## src/rtl/edge_trace_pkg.sv

```systemverilog
// Package: shared tap-arithmetic helpers for the edge tracer.
// Assumes taps are numbered 1..n and that n is at least 3.
package edge_trace_pkg;

    // Tap that carries the edge two positions before the given last tap.
    function automatic int unsigned fwd_tap(input int unsigned last, input int unsigned n);
        return ((last + n - 3) % n) + 1;
    endfunction

    // 1 when the forwarded edge falls in the group before the last one.
    function automatic logic needs_sub(input int unsigned last, input int unsigned n);
        return (last <= 2) || (last == n);
    endfunction

endpackage

```

## src/rtl/et_tap_chain.sv

```systemverilog
// Module: cyclic tap chain plus saturating group counter.
// Counts oscillator strobes while the gate is high. The position runs
// 1..NTAPS, and the counter increments when the position reaches NTAPS.
// A clear pulse at window end returns everything to zero.
module et_tap_chain #(
    parameter int NTAPS = 5,
    parameter int CNT_W = 6,
    localparam int PH_W = $clog2(NTAPS + 1)
) (
    input  logic             clk,
    input  logic             rst_n,
    input  logic             gate_i,
    input  logic             edge_i,
    input  logic             clear_i,
    output logic [PH_W-1:0]  ph_o,
    output logic [PH_W-1:0]  ph_nxt_o,
    output logic [CNT_W-1:0] cnt_o,
    output logic             sat_o,
    output logic             step_o
);
    localparam logic [CNT_W-1:0] CNT_MAX = {CNT_W{1'b1}};
    localparam logic [PH_W-1:0]  PH_TOP  = PH_W'(NTAPS);

    logic [PH_W-1:0]  ph_q;
    logic [CNT_W-1:0] cnt_q;
    logic             sat_q;

    // Next tap position: wrap to tap 1 after the last tap.
    always_comb ph_nxt_o = (ph_q == PH_TOP) ? PH_W'(1) : ph_q + PH_W'(1);

    assign step_o = gate_i & edge_i;

    // Advance the chain and the group counter on a gated strobe.
    always_ff @(posedge clk) begin
        if (!rst_n || clear_i) begin
            ph_q  <= '0;
            cnt_q <= '0;
            sat_q <= 1'b0;
        end else if (step_o) begin
            ph_q <= ph_nxt_o;
            if (ph_nxt_o == PH_TOP) begin
                if (cnt_q == CNT_MAX) sat_q <= 1'b1;
                else                  cnt_q <= cnt_q + CNT_W'(1);
            end
        end
    end

    assign ph_o  = ph_q;
    assign cnt_o = cnt_q;
    assign sat_o = sat_q;

    assert_ph_range_R2: assert property (@(posedge clk) disable iff (!rst_n)
        ph_q <= PH_TOP);
    assert_gate_low_idle_R2: assert property (@(posedge clk) disable iff (!rst_n)
        (!gate_i && !clear_i) |=> $stable(ph_q));
    assert_sat_hold_R6: assert property (@(posedge clk) disable iff (!rst_n)
        (cnt_q == CNT_MAX && !clear_i) |=> (cnt_q == CNT_MAX));
    assert_clear_zero_R9: assert property (@(posedge clk) disable iff (!rst_n)
        clear_i |=> (ph_q == '0 && cnt_q == '0 && !sat_q));
endmodule

```

## src/rtl/et_path_filter.sv

```systemverilog
// Module: thermometer-to-one-hot decode and a neighbour-tolerant select.
// At window end the tap position becomes a thermometer code, then a
// one-hot last tap. The stored select is kept when the new tap equals it
// or is directly adjacent to it; an empty window holds the select.
module et_path_filter #(
    parameter int NTAPS = 5,
    localparam int PH_W = $clog2(NTAPS + 1)
) (
    input  logic             clk,
    input  logic             rst_n,
    input  logic             win_end_i,
    input  logic [PH_W-1:0]  ph_i,
    output logic [NTAPS-1:0] sel_o,
    output logic             empty_o,
    output logic             nopulse_o
);
    logic [NTAPS-1:0] therm;
    logic [NTAPS-1:0] s_vec;
    logic [NTAPS-1:0] near;
    logic [NTAPS-1:0] sel_q;
    logic             nop_q;
    logic             keep;

    genvar gi;
    generate
        for (gi = 0; gi < NTAPS; gi++) begin : g_tap
            assign therm[gi] = (ph_i >= PH_W'(gi + 1));
            if (gi == NTAPS - 1) begin : g_top
                assign s_vec[gi] = therm[gi];
            end else begin : g_mid
                assign s_vec[gi] = therm[gi] & ~therm[gi+1];
            end
            if (gi == 0) begin : g_lo
                assign near[gi] = s_vec[gi] | s_vec[gi+1];
            end else if (gi == NTAPS - 1) begin : g_hi
                assign near[gi] = s_vec[gi-1] | s_vec[gi];
            end else begin : g_in
                assign near[gi] = s_vec[gi-1] | s_vec[gi] | s_vec[gi+1];
            end
        end
    endgenerate

    assign empty_o = ~|s_vec;
    assign keep    = |(sel_q & near);

    // Update the stored select and the no-edge flag at window end.
    always_ff @(posedge clk) begin
        if (!rst_n) begin
            sel_q <= '0;
            nop_q <= 1'b0;
        end else if (win_end_i) begin
            nop_q <= empty_o;
            if (!empty_o && !keep) sel_q <= s_vec;
        end
    end

    assign sel_o     = sel_q;
    assign nopulse_o = nop_q;

    assert_sel_onehot_R3: assert property (@(posedge clk) disable iff (!rst_n)
        $onehot0(sel_q));
    assert_empty_hold_R5: assert property (@(posedge clk) disable iff (!rst_n)
        (win_end_i && empty_o) |=> $stable(sel_q));
    assert_neighbour_hold_R4: assert property (@(posedge clk) disable iff (!rst_n)
        (win_end_i && keep) |=> $stable(sel_q));
endmodule

```

## src/rtl/et_last_pulse_gate.sv

```systemverilog
// Module: stored group count and the subtract-and-compare last-pulse gate.
// Assumes sel_i is one-hot or zero. It forwards the strobe whose new
// position equals the forwarded tap and whose live count plus the
// correction equals the count stored at the previous window end.
module et_last_pulse_gate
    import edge_trace_pkg::*;
#(
    parameter int NTAPS = 5,
    parameter int CNT_W = 6,
    localparam int PH_W = $clog2(NTAPS + 1)
) (
    input  logic             clk,
    input  logic             rst_n,
    input  logic             gate_i,
    input  logic             win_end_i,
    input  logic             empty_i,
    input  logic [NTAPS-1:0] sel_i,
    input  logic             step_i,
    input  logic [PH_W-1:0]  ph_nxt_i,
    input  logic [CNT_W-1:0] cnt_live_i,
    input  logic             sat_live_i,
    output logic [CNT_W-1:0] cnt_o,
    output logic             range_o,
    output logic             trace_o
);
    logic [CNT_W-1:0] cnt_st_q;
    logic             range_q;
    logic             trace_q;
    logic [PH_W-1:0]  fwd_idx;
    logic             sub;
    logic             hit;

    // Decode the forwarded tap and the subtrahend from the stored select.
    always_comb begin
        fwd_idx = '0;
        sub     = 1'b0;
        for (int i = 0; i < NTAPS; i++) begin
            if (sel_i[i]) begin
                fwd_idx = PH_W'(fwd_tap(i + 1, NTAPS));
                sub     = needs_sub(i + 1, NTAPS);
            end
        end
    end

    // Match when the strobe reaches the forwarded tap in the target group.
    always_comb hit = step_i && (|sel_i) && (ph_nxt_i == fwd_idx) &&
                      (({1'b0, cnt_live_i} + {{CNT_W{1'b0}}, sub}) == {1'b0, cnt_st_q});

    // Hold the stored count and range flag; register the traced pulse.
    always_ff @(posedge clk) begin
        if (!rst_n) begin
            cnt_st_q <= '0;
            range_q  <= 1'b0;
            trace_q  <= 1'b0;
        end else begin
            trace_q <= hit;
            if (win_end_i) begin
                range_q <= sat_live_i;
                if (!empty_i) cnt_st_q <= cnt_live_i;
            end
        end
    end

    assign cnt_o   = cnt_st_q;
    assign range_o = range_q;
    assign trace_o = trace_q;

    assert_trace_in_window_R8: assert property (@(posedge clk) disable iff (!rst_n)
        trace_q |-> $past(gate_i));
    assert_trace_needs_sel_R7: assert property (@(posedge clk) disable iff (!rst_n)
        trace_q |-> $past(|sel_i));
    assert_trace_single_R8: assert property (@(posedge clk) disable iff (!rst_n)
        trace_q |=> !trace_q);
endmodule

```

## src/rtl/gro_edge_tracer.sv

```systemverilog
// Module: top of the gated-oscillator edge tracer for one half-period.
// Detects window end from the falling gate and ties together the tap
// chain, the select filter and the last-pulse gate. All state is on clk.
module gro_edge_tracer #(
    parameter int NTAPS = 5,
    parameter int CNT_W = 6
) (
    input  logic             clk,
    input  logic             rst_n,
    input  logic             gate_i,
    input  logic             osc_edge_i,
    output logic [NTAPS-1:0] sel_o,
    output logic [CNT_W-1:0] cnt_o,
    output logic             trace_o,
    output logic             nopulse_o,
    output logic             range_o
);
    localparam int PH_W = $clog2(NTAPS + 1);

    logic             gate_q;
    logic             win_end;
    logic [PH_W-1:0]  ph;
    logic [PH_W-1:0]  ph_nxt;
    logic [CNT_W-1:0] cnt_live;
    logic             sat_live;
    logic             step;
    logic             empty;
    logic [NTAPS-1:0] sel;

    // Delay the gate by one clock to find its falling edge.
    always_ff @(posedge clk) begin
        if (!rst_n) gate_q <= 1'b0;
        else        gate_q <= gate_i;
    end

    assign win_end = gate_q & ~gate_i;

    et_tap_chain #(.NTAPS(NTAPS), .CNT_W(CNT_W)) u_chain (
        .clk(clk), .rst_n(rst_n), .gate_i(gate_i), .edge_i(osc_edge_i),
        .clear_i(win_end), .ph_o(ph), .ph_nxt_o(ph_nxt), .cnt_o(cnt_live),
        .sat_o(sat_live), .step_o(step)
    );

    et_path_filter #(.NTAPS(NTAPS)) u_filter (
        .clk(clk), .rst_n(rst_n), .win_end_i(win_end), .ph_i(ph),
        .sel_o(sel), .empty_o(empty), .nopulse_o(nopulse_o)
    );

    et_last_pulse_gate #(.NTAPS(NTAPS), .CNT_W(CNT_W)) u_gate (
        .clk(clk), .rst_n(rst_n), .gate_i(gate_i), .win_end_i(win_end),
        .empty_i(empty), .sel_i(sel), .step_i(step), .ph_nxt_i(ph_nxt),
        .cnt_live_i(cnt_live), .sat_live_i(sat_live), .cnt_o(cnt_o),
        .range_o(range_o), .trace_o(trace_o)
    );

    assign sel_o = sel;

    assert_nopulse_flag_R5: assert property (@(posedge clk) disable iff (!rst_n)
        win_end |=> (nopulse_o == $past(empty)));
endmodule

```

## config.mk

```make
export PLATFORM = sky130hd
export DESIGN_NAME = gro_edge_tracer
export DESIGN_NICKNAME = d
export VERILOG_FILES = /design/src/rtl/edge_trace_pkg.sv /design/src/rtl/et_tap_chain.sv /design/src/rtl/et_path_filter.sv /design/src/rtl/et_last_pulse_gate.sv /design/src/rtl/gro_edge_tracer.sv
export SDC_FILE = /design/constraint.sdc
export NUM_CORES = 1
export LEC_CHECK = 0
export BUFFER_PORTS_ARGS = -buffer_cell sky130_fd_sc_hd__buf_4
export CAP_MARGIN = 10
export CORE_AREA = 2 2 70 98
export CTS_CLUSTER_SIZE = 14
export DETAILED_ROUTE_END_ITERATION = 12
export DIE_AREA = 0 0 72 100
export REMOVE_ABC_BUFFERS = 1
export SLEW_MARGIN = 5
export SYNTH_ARGS = -nofsm -noshare
export SYNTH_HDL_FRONTEND = slang
export SYNTH_SLANG_ARGS = --single-unit
```

## constraint.sdc

```tcl
create_clock -name clk -period 1.9 [get_ports clk]
set_input_delay 0.57 -clock clk [delete_from_list [all_inputs] [get_ports clk]]
set_output_delay 0.57 -clock clk [all_outputs]
set_load 0.1 [all_outputs]
```

==> results of run 1 <==
## cells by family (layout without fill, tap and decap cells)
kind of cell,Yosys count,in the layout,synth area share (%)
simple gates,69,69,25.4
compound gates,27,27,15.9
flops,25,25,34.0
mux,15,15,10.2
buf+inv,13,47,4.51
xor+xnor,11,11,6.55
fa+ha+maj,4,4,3.40
## Yosys cell counts (2+ instances only)
master	count
a21oi_1	4
a22oi_1	2
a31oi_1	2
and2_1	3
buf_2	2
buf_6	2
clkbuf_1	4
dfxtp_1	25
ha_1	4
inv_1	4
mux2i_1	15
nand2_1	14
nand2b_1	2
nand3_1	4
nand4_1	2
nor2_1	17
nor2b_1	13
nor3_1	4
nor3_2	2
o211ai_1	2
o21ai_0	6
xnor2_1	6
xor2_1	5
## report_power, final
part | switching [µW] | internal (µW)
combinational | 48.7 | 33.6
sequential | 1.77 | 528
clock | 162 | 150
## registers in the layout (all words and copies together) (netlist names)
name and flops:
u_gate.range_o 1, gate_q 1, u_filter.nopulse_o 1, u_chain.cnt_o 6
u_chain.sat_o 1, u_chain.ph_o 3, u_gate.cnt_o 6, u_filter.sel_o 5
u_gate.trace_o 1
## layout make-up
| class | count | area, µm² |
|---|---|---|
| Clock buffer | 4 | 45.0 |
| Fill cell | 666 | 4520 |
| Inverter | 5 | 18.8 |
| Multi-Input combinational cell | 126 | 971 |
| Sequential cell | 25 | 504 |
| Tap cell | 74 | 92.6 |
| Timing Repair Buffer | 38 | 285 |
## worst register-to-register path: stages (launching register included)
cell and delay (ps):
dfxtp_2 340, nor2_2 40, o31ai_2 180, ha_2 250, ha_4 210, xnor2_2 120
nand4_1 110, or4_4 550, nor3_2 100
## final timing paths
kind	to	slack, ps
worst max-delay path	u_gate.trace_o	-70
worst min-delay path	u_chain.sat_o	480
worst max register to register	u_gate.trace_o	-70
worst min register to register	u_chain.sat_o	480
## metrics by stage
stage | std cells | utilization (%) | TNS [ps] | worst slack (ps) | area (µm²)
2_1_floorplan | 156 | - | -1590 | -914 | 1420
3_3_place_gp | 266 | 27.8 | -277 | -111 | 1790
3_5_place_dp | 266 | 27.8 | -424 | -182 | 1790
4_1_cts | 271 | 29.5 | -136 | -136 | 1900
5_1_grt | 272 | 29.8 | -227 | -173 | 1920
6_report | 272 | 29.8 | -71.6 | -71.6 | 1920
## layout by cell type (no fill, tap or decap), types with 2 or more instances in the layout
cell | Yosys | final
nor3_2 | 2 | 2
mux2i_1 | 15 | 15
nor2b_4 | 0 | 2
buf_4 | 0 | 38
nor2b_1 | 13 | 11
ha_4 | 0 | 2
xnor2_1 | 6 | 5
o211ai_1 | 2 | 2
nand3_1 | 4 | 4
nor2_1 | 17 | 16
xor2_1 | 5 | 5
dfxtp_2 | 0 | 3
nand4_1 | 2 | 2
o21ai_0 | 6 | 6
inv_1 | 4 | 4
nor3_1 | 4 | 4
clkbuf_8 | 0 | 3
nand2_1 | 14 | 14
a22oi_1 | 2 | 2
dfxtp_1 | 25 | 22
a21oi_1 | 4 | 4
a31oi_1 | 2 | 2
and2_1 | 3 | 3
## metal layers
metal	vias up	global-route usage, %
met2	15	19.2
met5	-	0
met4	0	4.35
li1	637	-
met3	4	1.71
met1	578	11.9
## what timing repair did
| item | 4_1_cts | 5_1_grt |
|---|---|---|
| gates resized for setup | 14 | 2 |
| endpoints found under the setup margin | 6 | 2 |
| pin swaps | 10 | 5 |
| buffers inserted | 1 | 1 |
==> summary.txt, run 1 <==
Total Wirelength = 3.48 mm
Overflow after GRT = 0
maximum clock frequency = 507 MHz
max-slew violations = 0
clock transition at the registers of the reported paths = 90 ps
DRT antenna net count = 0
status = finished, violations left
Setup crit end kind = flop
CP Buf/Inv Count = 0
routed wl met3 = 81 µm
Distinct cells, synth = 43
H-tree depth = 1
Hold Crit Class = flop to flop
FF-to-FF path depth = 8
M1 WL = 1.45 mm
syn_area_per_cell = 8.97 µm²
ANT cells = 0
die height = 100 µm
critical path class = flop to flop
Clock Path Buffers = 2
WL met2 = 1.89 mm
Setup Viol. Count Final = 1
largest net degree at the start of global routing = 17
I/O pin count = 18
max_cap viols = 0
1st-pass router iterations = 4
Layout Nets = 207
asr flop ratio synth = 0%
CP max stage delay = 550 ps
reg2reg start = u_filter.sel_o[1]
worst hold margin = 485 ps
Post-DP HPWL = 2.69 mm
LEAKAGE = 0.000754 µW
worst-path fanout max = 2
critical path data required time = 2100 ps
1st-iter DRT viols = 71
full die area = 7200 µm²
die width = 72 µm
top sig layer = met4
area leader, netlist = dfxtp_1
part of the cycle the worst path needs = 104%
vias in the first global route = 1,253
total power = 924 µW
IO buf count = 17
mapped cell area = 1470 µm²
post-synthesis instance total = 164
Post-synth EDFFs = 0
Layout Skew = 2.73 ps
CTS tree = yes
Yosys warning total = 0
DRC viols = 0
worst vdd ir = 214 µV
CTS buffer count = 3
area share of the largest cell type after synthesis = 34.0%
CP arrival = 2170 ps
global-route usage over all layers = 10.5%
CP Launch Type = flop
CTS sink count = 25
initial antenna violation count = 0
hold_buf cts = 0
pwr dens = 482 nW/µm²
sequential fraction of the synthesis area = 34.0%
RSZ-0062 raised after global routing = true
Synth-to-Final Area Change = 30.3%
Final WS setup = -71.6 ps
hold path cells = 2
Avg WL per Cell = 12.8 µm
vias per cell = 4.54
ys flop type = dfxtp_1
latest clock arrival within the worst-skew pair = 260 ps
FF+latch count, synth = 25
Core Region = 6440 µm²
Worst path slowest cell = or4_4
share of layout cells above drive strength 1 = 32.3%
first-pass GRT wire length = 5.88 mm
worst rel slew slack = 77.8%
Period minus WS final = 1970 ps
gpl congestion = 0.761
failing checks = setup timing
critical-path cell list = nor2_2, o31ai_2, ha_2, ha_4, xnor2_2, nand4_1, or4_4, nor3_2
crit path launch = u_filter.sel_o[1]
final hold violations = 0
largest cells by area after synthesis = dfxtp_1 34%, mux2i_1 10%, nor2b_1 5.5%, nor2_1 4.3%, nand2_1 3.6%
Rows = 35
HP Start = u_chain.sat_o
Least-Margin Pin Slew = 333 ps
vias = 1,234
CP delay by family, top = simple AND/OR/NAND/NOR gates
clk root buf = clkbuf_8
Initial Util = 22.9%
Critical Path Stages = 8
Power figures use the tool's default switching activity.
==> run 2, diff against run 1 <==
- RECOVER_POWER: not set -> 100
==> run 2 against run 1 <==
  * The run still ends with setup timing left
  * Maximum frequency is essentially flat
  * Routed wire length shrank 0.20%
  * Non-clock buffer count is the same
  * Sequential cell count is the same
  * Count of clock-buffer cells in the layout is the same
  * Core utilization shrank 0.82 points
  * Register-to-register slack is essentially flat
  * Global-route usage is the same
  * Highest routed layer unchanged
==> summary.txt, run 2 (synthesis gave the netlist of run 1 again) <==
status = finished, violations left
failing checks = setup timing
critical path data required time = 2100 ps (about the same)
1st-pass router iterations = 4 (unchanged)
Reg area = 503 µm² (-0.25%)
Period minus WS final = 1970 ps (-0.398 ps)
Final WS setup = -71.2 ps (+0.398 ps)
die height = 100 µm (unchanged)
Setup crit end kind = flop
max-slew violations = 0 (unchanged)
worst rel slew slack = 54.9% (-23 points)
critical-path cell list = nor2_2, o31ai_2, ha_2, ha_4, xnor2_2, nand4_1, or4_4, nor3_2
Avg WL per Cell = 12.8 µm (-0.20%)
Psw = 212 µW (-0.50%)
1st-iter DRT viols = 72 (+1.4%)
Layout Nets = 207 (unchanged)
worst-path fanout max = 2 (unchanged)
P_int = 707 µW (-0.60%)
maximum clock frequency = 507 MHz (about the same)
vias in the first global route = 1,253 (unchanged)
CTS sink count = 25 (unchanged)
max_cap viols = 0 (unchanged)
gpl congestion = 0.761 (unchanged)
FILL cells = 675 (+1.4%)
critical path class = flop to flop
CP Launch Type = flop
Initial Util = 22.9% (unchanged)
Post-DP HPWL = 2.69 mm (unchanged)
first-pass GRT wire length = 5.88 mm (unchanged)
clock transition at the registers of the reported paths = 90 ps (about the same)
global-route usage over all layers = 10.5% (unchanged)
Worst path slowest cell = or4_4
IO buf count = 17 (unchanged)
Least-Margin Pin Slew = 676 ps (+343 ps)
DRT antenna net count = 0 (unchanged)
commonest non-fill, non-tap cell in the layout = dfxtp_1
CP delay by family, top = simple AND/OR/NAND/NOR gates
H-tree depth = 1 (unchanged)
CP arrival = 2170 ps (about the same)
worst hold margin = 484 ps (-0.783 ps)
fin area = 1860 µm² (-2.7%)
Total Wirelength = 3.47 mm (-0.20%)
vias per cell = 4.58 (+0.89%)
CTS tree = yes
die width = 72 µm (unchanged)
combinational power share = 8.5% (-0.4 points)
full die area = 7200 µm² (unchanged)
vias = 1,245 (+0.89%)
LEAKAGE = 0.000727 µW (-3.5%)
part of the cycle the worst path needs = 104% (about the same)
commonest cells after routing, fill and taps aside = 23 x dfxtp_1, 19 x buf_4, 16 x nor2_1
ANT cells = 0 (unchanged)
RSZ-0062 raised after global routing = true
Finished Layout Cells = 272 (unchanged)
largest net degree at the start of global routing = 17 (unchanged)
Rows = 35 (unchanged)
Hold Crit Class = flop to flop
switch share = 23.1% (about the same)
I/O pin count = 18 (unchanged)
Setup Viol. Count Final = 2 (+1)
latest clock arrival within the worst-skew pair = 260 ps (about the same)
clk root buf = clkbuf_8
Post-DP Area = 1790 µm² (unchanged)
Synth-to-Final Area Change = 26.7%
final hold violations = 0 (unchanged)
CP Buf/Inv Count = 0 (unchanged)
Placed Cells = 266 (unchanged)
CP max stage delay = 550 ps (about the same)
worst vdd ir = 213 µV (-0.28%)
multi-input logic area = 963 µm² (-0.77%)
initial antenna violation count = 0 (unchanged)
hold_buf cts = 0 (unchanged)
Clk pwr share = 33.9% (about the same)
CTS buffer count = 3 (unchanged)
Core Region = 6440 µm² (unchanged)
Layout Skew = 2.57 ps (-0.163 ps)
pwr dens = 493 nW/µm² (+2.2%)
share of layout cells above drive strength 1 = 29.3% (-3.0 points)
Clock Path Buffers = 2 (unchanged)
share of power burned in registers = 57.6% (+0.3 points)
Overflow after GRT = 0 (unchanged)
DRC viols = 0 (unchanged)
==> run 2: worst min-delay path, cell delays in order (launching register included) <==
cell	delay, ps
dfxtp_1	340
a31oi_1	40
nor2_1	70
==> run 2: cell type report <==
type	instances	share of cell area, %
clock buffer	4	2.42
sequential	25	27.0
inverter	5	1.01
multi-input combinational	126	51.7
timing repair buffer	38	13.0
tap	74	4.97
==> run 2: worst paths after layout <==
kind | from | end | slack (ps) | cells after the start
max | u_filter.sel_o[1] | u_gate.trace_o | -70 | 8
max reg2reg | u_filter.sel_o[1] | u_gate.trace_o | -70 | 8
min | u_chain.sat_o | u_chain.sat_o | 480 | 2
min reg2reg | u_chain.sat_o | u_chain.sat_o | 480 | 2
==> run 2: per-layer routing <==
layer | track usage, % | up-vias | wire length [µm]
li1 | - | 639 | -
met1 | 11.9 | 589 | 1450
met2 | 19.2 | 13 | 1890
met3 | 1.71 | 4 | 77
met4 | 4.35 | 0 | 63
met5 | 0 | - | 0
==> run 2: timing repair <==
action                                  in CTS  in global routing
endpoints found under the setup margin       6                  2
pin swaps                                   10                  5
gates resized for setup                     14                  2
setup buffers                                1                  1
==> run 2: through the flow <==
step / power [µW] / setup TNS (ps) / utilization (%) / setup WS [ps]
3_5_place_dp: 625 / -424 / 27.8 / -182
3_3_place_gp: 624 / -277 / 27.8 / -111
4_1_cts: 941 / -136 / 29.5 / -136
6_report: 919 / -92.0 / 29.0 / -71.2
5_1_grt: 964 / -535 / 29.0 / -173
2_1_floorplan: 591 / -1590 / - / -914
==> run 2: power by group through the flow <==
| stage | logic [µW] | registers [µW] | clock network [µW] |
|---|---|---|---|
| after floorplan | 36.5 | 555 | 0 |
| after global placement | 82.9 | 542 | 0 |
| after detailed placement | 83.1 | 542 | 0 |
| after CTS | 83.5 | 530 | 327 |
| after global routing | 85.3 | 530 | 349 |
| final | 77.8 | 529 | 311 |
